--- config.mk ---
export PLATFORM = sky130hd
export DESIGN_NAME = bhc_top
export DESIGN_NICKNAME = d
export VERILOG_FILES = /design/src/rtl/bhc_pkg.sv /design/src/rtl/bhc_tmr_reg.sv /design/src/rtl/bhc_ctrl.sv /design/src/rtl/bhc_lane.sv /design/src/rtl/bhc_outreg.sv /design/src/rtl/bhc_top.sv
export SDC_FILE = /design/constraint.sdc
export NUM_CORES = 1
export LEC_CHECK = 0
export ABC_AREA = 1
export BUFFER_PORTS_ARGS = -buffer_cell sky130_fd_sc_hd__buf_2
export CELL_PAD_IN_SITES_DETAIL_PLACEMENT = 2
export CELL_PAD_IN_SITES_GLOBAL_PLACEMENT = 2
export CORE_ASPECT_RATIO = 0.6
export CORE_UTILIZATION = 31
export CTS_BUF_LIST = sky130_fd_sc_hd__clkbuf_4 sky130_fd_sc_hd__clkbuf_8
export DETAILED_ROUTE_END_ITERATION = 8
export PLACE_DENSITY_LB_ADDON = 0.05
export SETUP_SLACK_MARGIN = 0.05
export SLEW_MARGIN = 30
export SYNTH_ARGS = -nofsm -noshare
export SYNTH_HDL_FRONTEND = slang
export SYNTH_SLANG_ARGS = --single-unit
--- constraint.sdc ---
create_clock -name clk -period 1.55 [get_ports clk]
set_clock_uncertainty 0.05 [all_clocks]
set_input_delay 0.0775 -clock clk [delete_from_list [all_inputs] [get_ports clk]]
set_output_delay 0.0775 -clock clk [all_outputs]
set_load 0.03 [all_outputs]
--- src/rtl/bhc_pkg.sv ---
package bhc_pkg;

  typedef enum logic {
    BHC_TRACK = 1'b0,
    BHC_PULSE = 1'b1
  } bhc_mode_e;

  function automatic logic [0:0] vote_bit(input logic a, input logic b, input logic c);
    return (a & b) | (a & c) | (b & c);
  endfunction

endpackage

--- src/rtl/bhc_tmr_reg.sv ---
module bhc_tmr_reg #(
  parameter int unsigned     W   = 1,
  parameter logic [W-1:0]    RST = '0
) (
  input  logic         clk,
  input  logic         rst_n,
  input  logic         ld_i,
  input  logic [W-1:0] d_i,
  output logic [W-1:0] q_o
);
  import bhc_pkg::*;

  localparam int unsigned COPIES = 3;

  logic [W-1:0] copy_q [COPIES];

  // each copy loads new data, otherwise takes the voted value back (scrub)
  for (genvar k = 0; k < COPIES; k++) begin : g_copy
    always_ff @(posedge clk or negedge rst_n) begin
      if (!rst_n)    copy_q[k] <= RST;
      else if (ld_i) copy_q[k] <= d_i;
      else           copy_q[k] <= q_o;
    end
  end

  for (genvar b = 0; b < W; b++) begin : g_vote
    assign q_o[b] = vote_bit(copy_q[0][b], copy_q[1][b], copy_q[2][b]);
  end

endmodule

--- src/rtl/bhc_ctrl.sv ---
module bhc_ctrl #(
  parameter int unsigned NUM_CH = 8
) (
  input  logic              clk,
  input  logic              rst_n,
  input  logic              xing_i,
  input  logic              mode_i,
  input  logic [NUM_CH-1:0] mask_i,
  output logic              chg_o
);
  localparam int unsigned CW = NUM_CH + 1;

  logic [CW-1:0] cur_ctrl;
  logic [CW-1:0] held_ctrl;

  assign cur_ctrl = {mode_i, mask_i};

  // control applied at the previous crossing, reset to track mode, no mask
  bhc_tmr_reg #(.W(CW), .RST('0)) u_hold (
    .clk   (clk),
    .rst_n (rst_n),
    .ld_i  (xing_i),
    .d_i   (cur_ctrl),
    .q_o   (held_ctrl)
  );

  assign chg_o = (cur_ctrl != held_ctrl);

endmodule

--- src/rtl/bhc_lane.sv ---
module bhc_lane
  import bhc_pkg::*;
(
  input  logic      clk,
  input  logic      rst_n,
  input  logic      xing_i,
  input  logic      ovt_i,
  input  logic      mask_i,
  input  bhc_mode_e mode_i,
  input  logic      chg_i,
  output logic      hit_o
);
  logic dead_q;
  logic dead_d;
  logic live;

  assign live   = (mode_i == BHC_TRACK) || !dead_q || chg_i;
  assign hit_o  = ovt_i && !mask_i && live;
  assign dead_d = (mode_i == BHC_PULSE) && hit_o;

  bhc_tmr_reg #(.W(1), .RST(1'b0)) u_dead (
    .clk   (clk),
    .rst_n (rst_n),
    .ld_i  (xing_i),
    .d_i   (dead_d),
    .q_o   (dead_q)
  );

endmodule

--- src/rtl/bhc_outreg.sv ---
module bhc_outreg #(
  parameter int unsigned NUM_CH = 8
) (
  input  logic              clk,
  input  logic              rst_n,
  input  logic              xing_i,
  input  logic [NUM_CH-1:0] hits_i,
  output logic [NUM_CH-1:0] hit_o,
  output logic              valid_o
);
  always_ff @(posedge clk or negedge rst_n) begin
    if (!rst_n) begin
      hit_o   <= '0;
      valid_o <= 1'b0;
    end else begin
      hit_o   <= xing_i ? hits_i : '0;
      valid_o <= xing_i;
    end
  end

endmodule

--- src/rtl/bhc_top.sv ---
module bhc_top
  import bhc_pkg::*;
#(
  parameter int unsigned NUM_CH = 8
) (
  input  logic              clk,
  input  logic              rst_n,
  input  logic              xing_i,
  input  logic [NUM_CH-1:0] over_thr_i,
  input  logic              mode_i,
  input  logic [NUM_CH-1:0] mask_i,
  output logic [NUM_CH-1:0] hit_o,
  output logic              hit_valid_o
);
  bhc_mode_e         mode_e;
  logic              ctrl_chg;
  logic [NUM_CH-1:0] lane_hit;

  assign mode_e = bhc_mode_e'(mode_i);

  bhc_ctrl #(.NUM_CH(NUM_CH)) u_ctrl (
    .clk    (clk),
    .rst_n  (rst_n),
    .xing_i (xing_i),
    .mode_i (mode_i),
    .mask_i (mask_i),
    .chg_o  (ctrl_chg)
  );

  for (genvar c = 0; c < NUM_CH; c++) begin : g_lane
    bhc_lane u_lane (
      .clk    (clk),
      .rst_n  (rst_n),
      .xing_i (xing_i),
      .ovt_i  (over_thr_i[c]),
      .mask_i (mask_i[c]),
      .mode_i (mode_e),
      .chg_i  (ctrl_chg),
      .hit_o  (lane_hit[c])
    );
  end

  bhc_outreg #(.NUM_CH(NUM_CH)) u_out (
    .clk     (clk),
    .rst_n   (rst_n),
    .xing_i  (xing_i),
    .hits_i  (lane_hit),
    .hit_o   (hit_o),
    .valid_o (hit_valid_o)
  );

endmodule

Word level (Yosys, flattened, before mapping)
Index checks and enable logic that the tools add are counted.
{"block": "word_totals", "inputBits": 20, "wordCells": 79, "out_inout_bits": 9, "ff_bits": 26}
{"block": "op_classes", "n_reduce_logical": 56, "bitwise": 1, "n_mux": 10, "eq_ne": 1}
{"operator": "$logic_and 1x1->1", "count": 24}
{"operator": "$logic_not 1->1", "count": 16}
{"operator": "$logic_or 1x1->1", "count": 16}
{"operator": "$mux 9", "count": 1}
{"operator": "$ne 9x9->1", "count": 1}
{"operator": "$mux 1", "count": 8}
{"operator": "$mux 8", "count": 1}
{"operator": "$not 1->1", "count": 1}

Depth between registers and ports, before layout
Gate-level depths: netlist (run 1).
{"block": "depth", "ltp_word": 6, "depth_mapped": 8, "depth_no_buf": 8}

Hierarchy
A second synthesis (run 1) with hierarchy kept.
{"block": "unflattened", "cells_unflattened": 197, "area_unflattened_um2": 1401.3}
{"mod": "bhc_tmr_reg (u_ctrl.u_hold)", "area_each_um2": 341.6, "seq_area_each_um2": 225.2, "n_inst": 1, "cells_each": 38}
{"mod": "bhc_tmr_reg (g_lane[0].u_lane.u_dead ...)", "area_each_um2": 40.0, "seq_area_each_um2": 25.0, "n_inst": 8, "cells_each": 5}
{"mod": "bhc_lane", "area_each_um2": 37.5, "seq_area_each_um2": 0.0, "n_inst": 8, "cells_each": 8}
{"mod": "bhc_outreg", "area_each_um2": 290.3, "seq_area_each_um2": 225.2, "n_inst": 1, "cells_each": 26}
{"mod": "bhc_ctrl", "area_each_um2": 148.9, "seq_area_each_um2": 0.0, "n_inst": 1, "cells_each": 29}

Worst setup path after synthesis (run 1)
OpenSTA, ideal clock, no wires.
{"block": "synth_timing", "kind": "reg2reg", "start": "reg u_ctrl.u_hold.copy_q[0] (netlist bit)", "end": "reg g_lane[0].u_lane.u_dead.copy_q[0] (netlist bit)", "period_less_slack_ns": 1.185, "path_slack_ns": 0.365, "arrival_ns": 1.018, "setup_time_ns": 0.118, "stages_incl_launch_ff": 9, "path_buffers": 0, "required_time_ns": 1.382, "cell_sequence": "dfrtp_1 > inv_1 > nand2_1 > nand2_1 > nand3_1 > nor2_8 > nand3_1 > nand3_1 > nand2_1"}
{"block": "synth_between", "elab_chain_cells": 5}
{"element": "start, declared", "line_no": "bhc_tmr_reg.sv:15", "source": "logic [W-1:0] copy_q [COPIES];"}
{"element": "start signal, assigned by index", "line_no": "bhc_tmr_reg.sv:21", "source": "else if (ld_i) copy_q[k] <= d_i;"}
{"element": "start signal, assigned by index", "line_no": "bhc_tmr_reg.sv:22", "source": "else copy_q[k] <= q_o;"}
{"element": "$ne 9x9->1", "line_no": "bhc_ctrl.sv:27", "source": "assign chg_o = (cur_ctrl != held_ctrl);"}
{"element": "$logic_or 1x1->1", "line_no": "bhc_lane.sv:17", "source": "assign live = (mode_i == BHC_TRACK) || !dead_q || chg_i;"}
{"element": "$logic_and 1x1->1", "line_no": "bhc_lane.sv:18", "source": "assign hit_o = ovt_i && !mask_i && live;"}
{"element": "$logic_and 1x1->1", "line_no": "bhc_lane.sv:19", "source": "assign dead_d = (mode_i == BHC_PULSE) && hit_o;"}
{"element": "$mux 1", "line_no": "bhc_tmr_reg.sv:21"}
{"element": "end signal, assigned by index", "line_no": "bhc_tmr_reg.sv:21"}
{"element": "end signal, assigned by index", "line_no": "bhc_tmr_reg.sv:22"}
{"element": "end, declared", "line_no": "bhc_tmr_reg.sv:15"}
No other way between the ends. The select of a mux whose other input is x is not followed.
A chain may end at the register's enable or synchronous reset.

Final worst setup path (run 1)
{"block": "layout_timing", "start": "in mask_i[7]", "end": "reg g_lane[4].u_lane.u_dead.copy_q[0] (netlist bit)"}
{"block": "layout_between", "elab_chain_cells": 5}
{"element": "start, declared", "line_no": "bhc_top.sv:11", "source": "input logic [NUM_CH-1:0] mask_i,"}
{"element": "$ne 9x9->1", "line_no": "bhc_ctrl.sv:27"}
{"element": "$logic_or 1x1->1", "line_no": "bhc_lane.sv:17"}
{"element": "$logic_and 1x1->1", "line_no": "bhc_lane.sv:18"}
{"element": "$logic_and 1x1->1", "line_no": "bhc_lane.sv:19"}
{"element": "$mux 1", "line_no": "bhc_tmr_reg.sv:21"}
{"element": "end signal, assigned by index", "line_no": "bhc_tmr_reg.sv:21"}
{"element": "end signal, assigned by index", "line_no": "bhc_tmr_reg.sv:22"}
{"element": "end, declared", "line_no": "bhc_tmr_reg.sv:15"}
No other way between the ends. The select of a mux whose other input is x is not followed.

==> results.tsv, run 1 <==
metric	value	unit
fillers	443	
core_region_area	3740	µm²
tightest_slew	0.604	ns
finalHoldViolations	0	
viasPerCell	4.65	
die-area	4280	µm²
yosys.area.top_type	dfrtp_1	
worstHoldPathCells	3	
cts_max_path_buffers	2	
cp_num_cells	8	
drive_gt1_share	20.1	%
start_util	33.2	%
syn-num-nets	180	
cp_max_fo	8	
synth_area_leaders	dfrtp_1 (52%), nand2_1 (19%), nand3_1 (6.8%), inv_1 (6.6%), xnor2_1 (4.9%)	
io_pins	29	
final_common_cell	nand2_1	
synth_top_area_share	52.3	%
critical_path.top_delay_family	buffers and inverters	
max_clock_freq	0.693	GHz
htreeDepth	1	
cp_slowest_stage_delay	0.53	ns
setup_tns	0	ns
fin_area	1570	µm²
p_leak	0.935	nW
syn_inst	160	
cp_cell_sequence	dlygate4sd3_1 > buf_2 > xnor2_1 > nand2_1 > nor2_4 > nand3_1 > nand3_1 > nand2_1	
cts_buffers	3	
powerDensity	993	nW/µm²
cp-start-kind	primary input	
drcViolationCount	0	
post-place-ws	0.159	ns
cts_tree	done	
cp.arrival	1.57	ns
cp-end-kind	flip-flop	
routedWlPerCell	14.0	µm
power	1.56	mW
drt-initial-drc-count	33	
period_share	93.0	%
post_synth_instance_area	1240	µm²
r2r_start	u_ctrl.u_hold.copy_q[8]	
yosysWarningCount	0	
insertion_delay	0.28	ns
setup_viol_count_final	0	
area_growth	26.2	%
grt.busiest_layer	met2	
ys_types	11	
placed_area	1460	µm²
grt_pass1_wl	5880	µm
gr-usage-met1	24.2	%
rows	17	
post-dp-hpwl	2490	µm
finalMaxSlewViolations	0	
fin_hold_ws	0.00352	ns
fin_cells	241	
yosys_register_bits	26	
dp.cells	234	
clkSinkCount	26	
wl	3370	µm
port_buffers	28	
cp_slowest_cell	dlygate4sd3_1	
ir_drop	591	µV
final_antenna_net_count	0	
fin_ws	0.108	ns
postLayoutCoreUtil	41.9	%
drv_cap	0	
grt_start_max_net_pins	27	
die_w	83.8	µm
gp_congestion	0.682	
worst-path-buf-inv	2	
num-nets-final	215	
antennaDiodeCount	0	
status	completed	
yosysSeqAreaShare	52.3	%
grtUsageMet3	3.88	%
grt_usage	18.1	%
cts_setup_buffers	0	
grt_pass1_vias	1218	
gr-usage-met2	30.5	%
num_vias	1121	
clk_pin_slew	0.10	ns
worstHoldStart	mask_i[5]	
worstPathRequired	1.68	ns
antenna_found_initial	0	
die_h	51.1	µm
rsz0062_at_grt	yes	
max-slew-margin-rel	59.7	%
layout_common_cells	nand2_1 (64), buf_2 (28), dfrtp_1 (26)	
path_class	primary input to flip-flop	
r2r_cells	6	
synth_area_per_cell	7.77	µm²
hold_path.class	primary input to flip-flop	
overflow	0	
critPathLaunch	mask_i[7]	
first_pass_iters	4	
root_buffer	clkbuf_8	
layout_min_cycle_time	1.44	ns
routing by layer:
layer	wire length, µm	vias up
met1	1670	550
met4	23	0
li1	-	546
met5	0	-
met3	131	4
met2	1550	21
cell type report:
class / instances / area (µm²) / share of cell area [%]
clock inverters: 1 / 30.0 / 1.91
multi-input cells: 108 / 500 / 31.9
inverters: 22 / 82.6 / 5.26
repair buffers: 34 / 205 / 13.1
clock buffers: 3 / 41.3 / 2.63
well taps: 47 / 58.8 / 3.75
flip-flops and latches: 26 / 651 / 41.5
power by group:
group,leakage (nW),switching [mW],internal [mW]
clock,0.0357,0.225,0.346
combinational,0.562,0.155,0.0902
sequential,0.337,0.0227,0.719
cell usage after synthesis:
library cell   n
buf_6          1
clkbuf_1       3
dfrtp_1       26
inv_1         22
nand2_1       64
nand3_1       17
nor2_1        16
nor2_4         1
nor2_8         1
o21ai_0        2
xnor2_1        7
cell families (layout without fill, tap and decap cells):
kind of cell / count (synthesis) / count (layout) / share of synthesized area [%]
and+or+nand+nor: 99 / 99 / 33.5
DFF: 26 / 26 / 52.3
xor gates and xnor gates: 7 / 7 / 4.93
AOI/OAI and AO/OA: 2 / 2 / 0.805
buffers and inverters: 26 / 60 / 8.45
state kept, by name, summed over array words and instances (netlist names):
register and count:
u_out.hit_o 8, u_out.valid_o 1, g_lane.u_lane.u_dead.copy_q 8, u_ctrl.u_hold.copy_q 9
worst reg2reg max path, cell delays in order (launching register included):
cell and delay [ns]:
dfrtp_1 0.40, xnor2_1 0.14, nand2_1 0.13, nor2_4 0.24, nand3_1 0.17, nand3_1 0.10, nand2_1 0.05
path summary, 6_finish.rpt:
check                                                          to  slack, ns
worst max-delay path            g_lane[4].u_lane.u_dead.copy_q[0]       0.11
worst min-delay path                      u_ctrl.u_hold.copy_q[5]      0.004
worst max register to register  g_lane[4].u_lane.u_dead.copy_q[0]       0.16
min in group asynchronous                 u_ctrl.u_hold.copy_q[5]       0.29
worst min register to register  g_lane[6].u_lane.u_dead.copy_q[0]       0.45
max in group asynchronous       g_lane[3].u_lane.u_dead.copy_q[0]       0.75
what timing repair did:
item | in CTS | in global routing
setup endpoints to repair | 0 | 16
gates resized for setup | 0 | 2
hold buffers | 3 | 0
hold endpoints to repair | 28 | 0
No activity file was read; power rests on OpenSTA's default activity.
==> inputs of run 2 (changes only) <==
Settings changed: SETUP_SLACK_MARGIN 0.05 to 0.15.
==> run 2 against run 1 <==
Against the previous run:
- wire length rose by 4.5%
- setup slack improved by 0.026 ns
- sequential share of layout area fell by 2.5 points
- total power rose by 2.3%
- highest routed layer unchanged
- global-route usage fell by 0.22 points
- clock power barely moved
- via count rose by 0.18%
- largest power group unchanged
- die area did not move
- critical path type unchanged
==> results.tsv, run 2 (synthesis gave the netlist of run 1 again) <==
metric	value	unit	change
status	completed		
cts_max_path_buffers	2		unchanged
layout_min_cycle_time	1.42	ns	-0.0263 ns
wl	3520	µm	+4.5%
post-dp-hpwl	2490	µm	unchanged
largest_reg_flops	9		unchanged
overflow	0		unchanged
powerDensity	954	nW/µm²	-3.9%
top_register	u_ctrl.u_hold.copy_q		
drt-initial-drc-count	34		+3.0%
grt_pass1_vias	1204		-1.1%
max_clock_freq	0.706	GHz	+1.9%
setup_viol_count_final	0		unchanged
cp-end-kind	flip-flop		
final_antenna_net_count	0		unchanged
htreeDepth	1		unchanged
rows	17		unchanged
layout_common_cells	nand2_1 (61), buf_2 (27), dfrtp_1 (26)		
critical_path.top_delay_family	buffers and inverters		
io_pins	29		unchanged
gp_congestion	0.682		unchanged
setup_tns	0	ns	unchanged
grt_usage	17.9	%	-0.22 points
antennaDiodeCount	0		unchanged
start_util	33.2	%	unchanged
root_buffer	clkbuf_8		
period_share	91.3	%	-1.7 points
die_w	83.8	µm	unchanged
clkSinkCount	26		unchanged
clk_pin_slew	0.09	ns	about the same
cts_tree	done		
first_pass_iters	4		unchanged
multi_input_area	571	µm²	+14%
hold_path.class	primary input to flip-flop		
cts_buffers	3		unchanged
finalHoldViolations	0		unchanged
finalMaxSlewViolations	0		unchanged
core_region_area	3740	µm²	unchanged
worst-path-buf-inv	3		+1
area_growth	34.2	%	
max-slew-margin-rel	59.9	%	+0.16 points
drv_cap	0		unchanged
cp_slowest_stage_delay	0.54	ns	about the same
rsz0062_at_grt	yes		
die_h	51.1	µm	unchanged
worstPathRequired	1.67	ns	about the same
fillers	426		-3.8%
p_leak	0.961	nW	+2.8%
cp_cell_sequence	dlygate4sd3_1 > buf_4 > xnor2_2 > nand2_2 > nor2_4 > buf_12 > nand3_2 > nand3_1 > nand2_1		
num-nets-final	217		+0.93%
insertion_delay	0.28	ns	about the same
path_class	primary input to flip-flop		
cp-start-kind	primary input		
power	1.59	mW	+2.3%
regArea	651	µm²	unchanged
antenna_found_initial	0		unchanged
top_regs	u_ctrl.u_hold.copy_q (9), g_lane.u_lane.u_dead.copy_q (8), u_out.hit_o (8)		
drive_gt1_share	27.6	%	+7.4 points
die-area	4280	µm²	unchanged
tightest_slew	0.601	ns	-0.00234 ns
viasPerCell	4.62		-0.65%
routedWlPerCell	14.5	µm	+3.6%
grt_pass1_wl	5800	µm	-1.3%
ir_drop	590	µV	about the same
grt_start_max_net_pins	27		unchanged
num_vias	1123		+0.18%
port_buffers	28		unchanged
drcViolationCount	0		unchanged
cp.arrival	1.54	ns	-0.03 ns
cp_slowest_cell	dlygate4sd3_1		
cp_max_fo	8		unchanged
final_common_cell	nand2_1		
run 2: cell count changes in the layout (fill, tap and decap cells not counted), moves of 3 or more:
cell / delta
nand3_1: -8
nand3_2: +7
nand2_1: -3
nand2_2: +3
run 2: power breakdown:
part           switching (mW)  internal (mW)
clock network           0.223          0.346
registers              0.0244          0.719
logic                   0.171          0.108
total                   0.419           1.17
run 2: final cells by class:
class                      instances  share of cell area, %
timing repair buffer              36                   14.1
tap                               47                   3.52
inverter                          22                   4.95
sequential                        26                   39.0
clock inverter                     1                   1.80
clock buffer                       3                   2.47
multi-input combinational        108                   34.2
run 2: metrics by stage:
| step | utilization, % | area, µm² | instances | setup WS (ns) | hold slack (ns) |
|---|---|---|---|---|---|
| 3_5_place_dp | 38.9 | 1460 | 234 | 0.159 | 0.0863 |
| 4_1_cts | 41.7 | 1560 | 241 | 0.163 | 0.00312 |
| 2_1_floorplan | - | 1240 | 160 | 0.365 | -0.268 |
| 3_3_place_gp | 38.9 | 1460 | 234 | 0.215 | 0.0792 |
| 6_report | 44.6 | 1670 | 243 | 0.134 | 0.00738 |
| 5_1_grt | 44.6 | 1670 | 243 | 0.0423 | 0.0322 |
run 2: metal layers:
layer / vias to the layer above / wire length [µm] / track usage [%]
met5: - / 0 / 0
met4: 0 / 25 / 4.24
met3: 4 / 94 / 3.88
met2: 18 / 1670 / 29.8
met1: 553 / 1720 / 24.1
li1: 548 / - / -
run 2: worst min-delay path, delay by kind of cell:
kind            cells  cell delay (ns)
compound gates      1             0.06
buf+inv             1             0.11
simple gates        1             0.05
run 2: final timing paths:
check	from	endpoint	slack, ns	cells past startpoint
max	mask_i[7]	g_lane[2].u_lane.u_dead.copy_q[0]	0.13	9
min	mask_i[1]	u_ctrl.u_hold.copy_q[1]	0.007	3
max reg2reg	u_ctrl.u_hold.copy_q[7]	g_lane[2].u_lane.u_dead.copy_q[0]	0.17	7
min reg2reg	g_lane[3].u_lane.u_dead.copy_q[0]	g_lane[3].u_lane.u_dead.copy_q[0]	0.45	2
max in group asynchronous	rst_n	u_ctrl.u_hold.copy_q[2]	0.75	2
min in group asynchronous	rst_n	u_ctrl.u_hold.copy_q[5]	0.30	2
run 2: repair_timing:
item | CTS | global route
buffers inserted | 0 | 2
pin swaps | 1 | 7
endpoints found under the hold margin | 28 | 0
resized for setup | 1 | 16
endpoints found under the setup margin | 10 | 16
hold buffers | 3 | 0
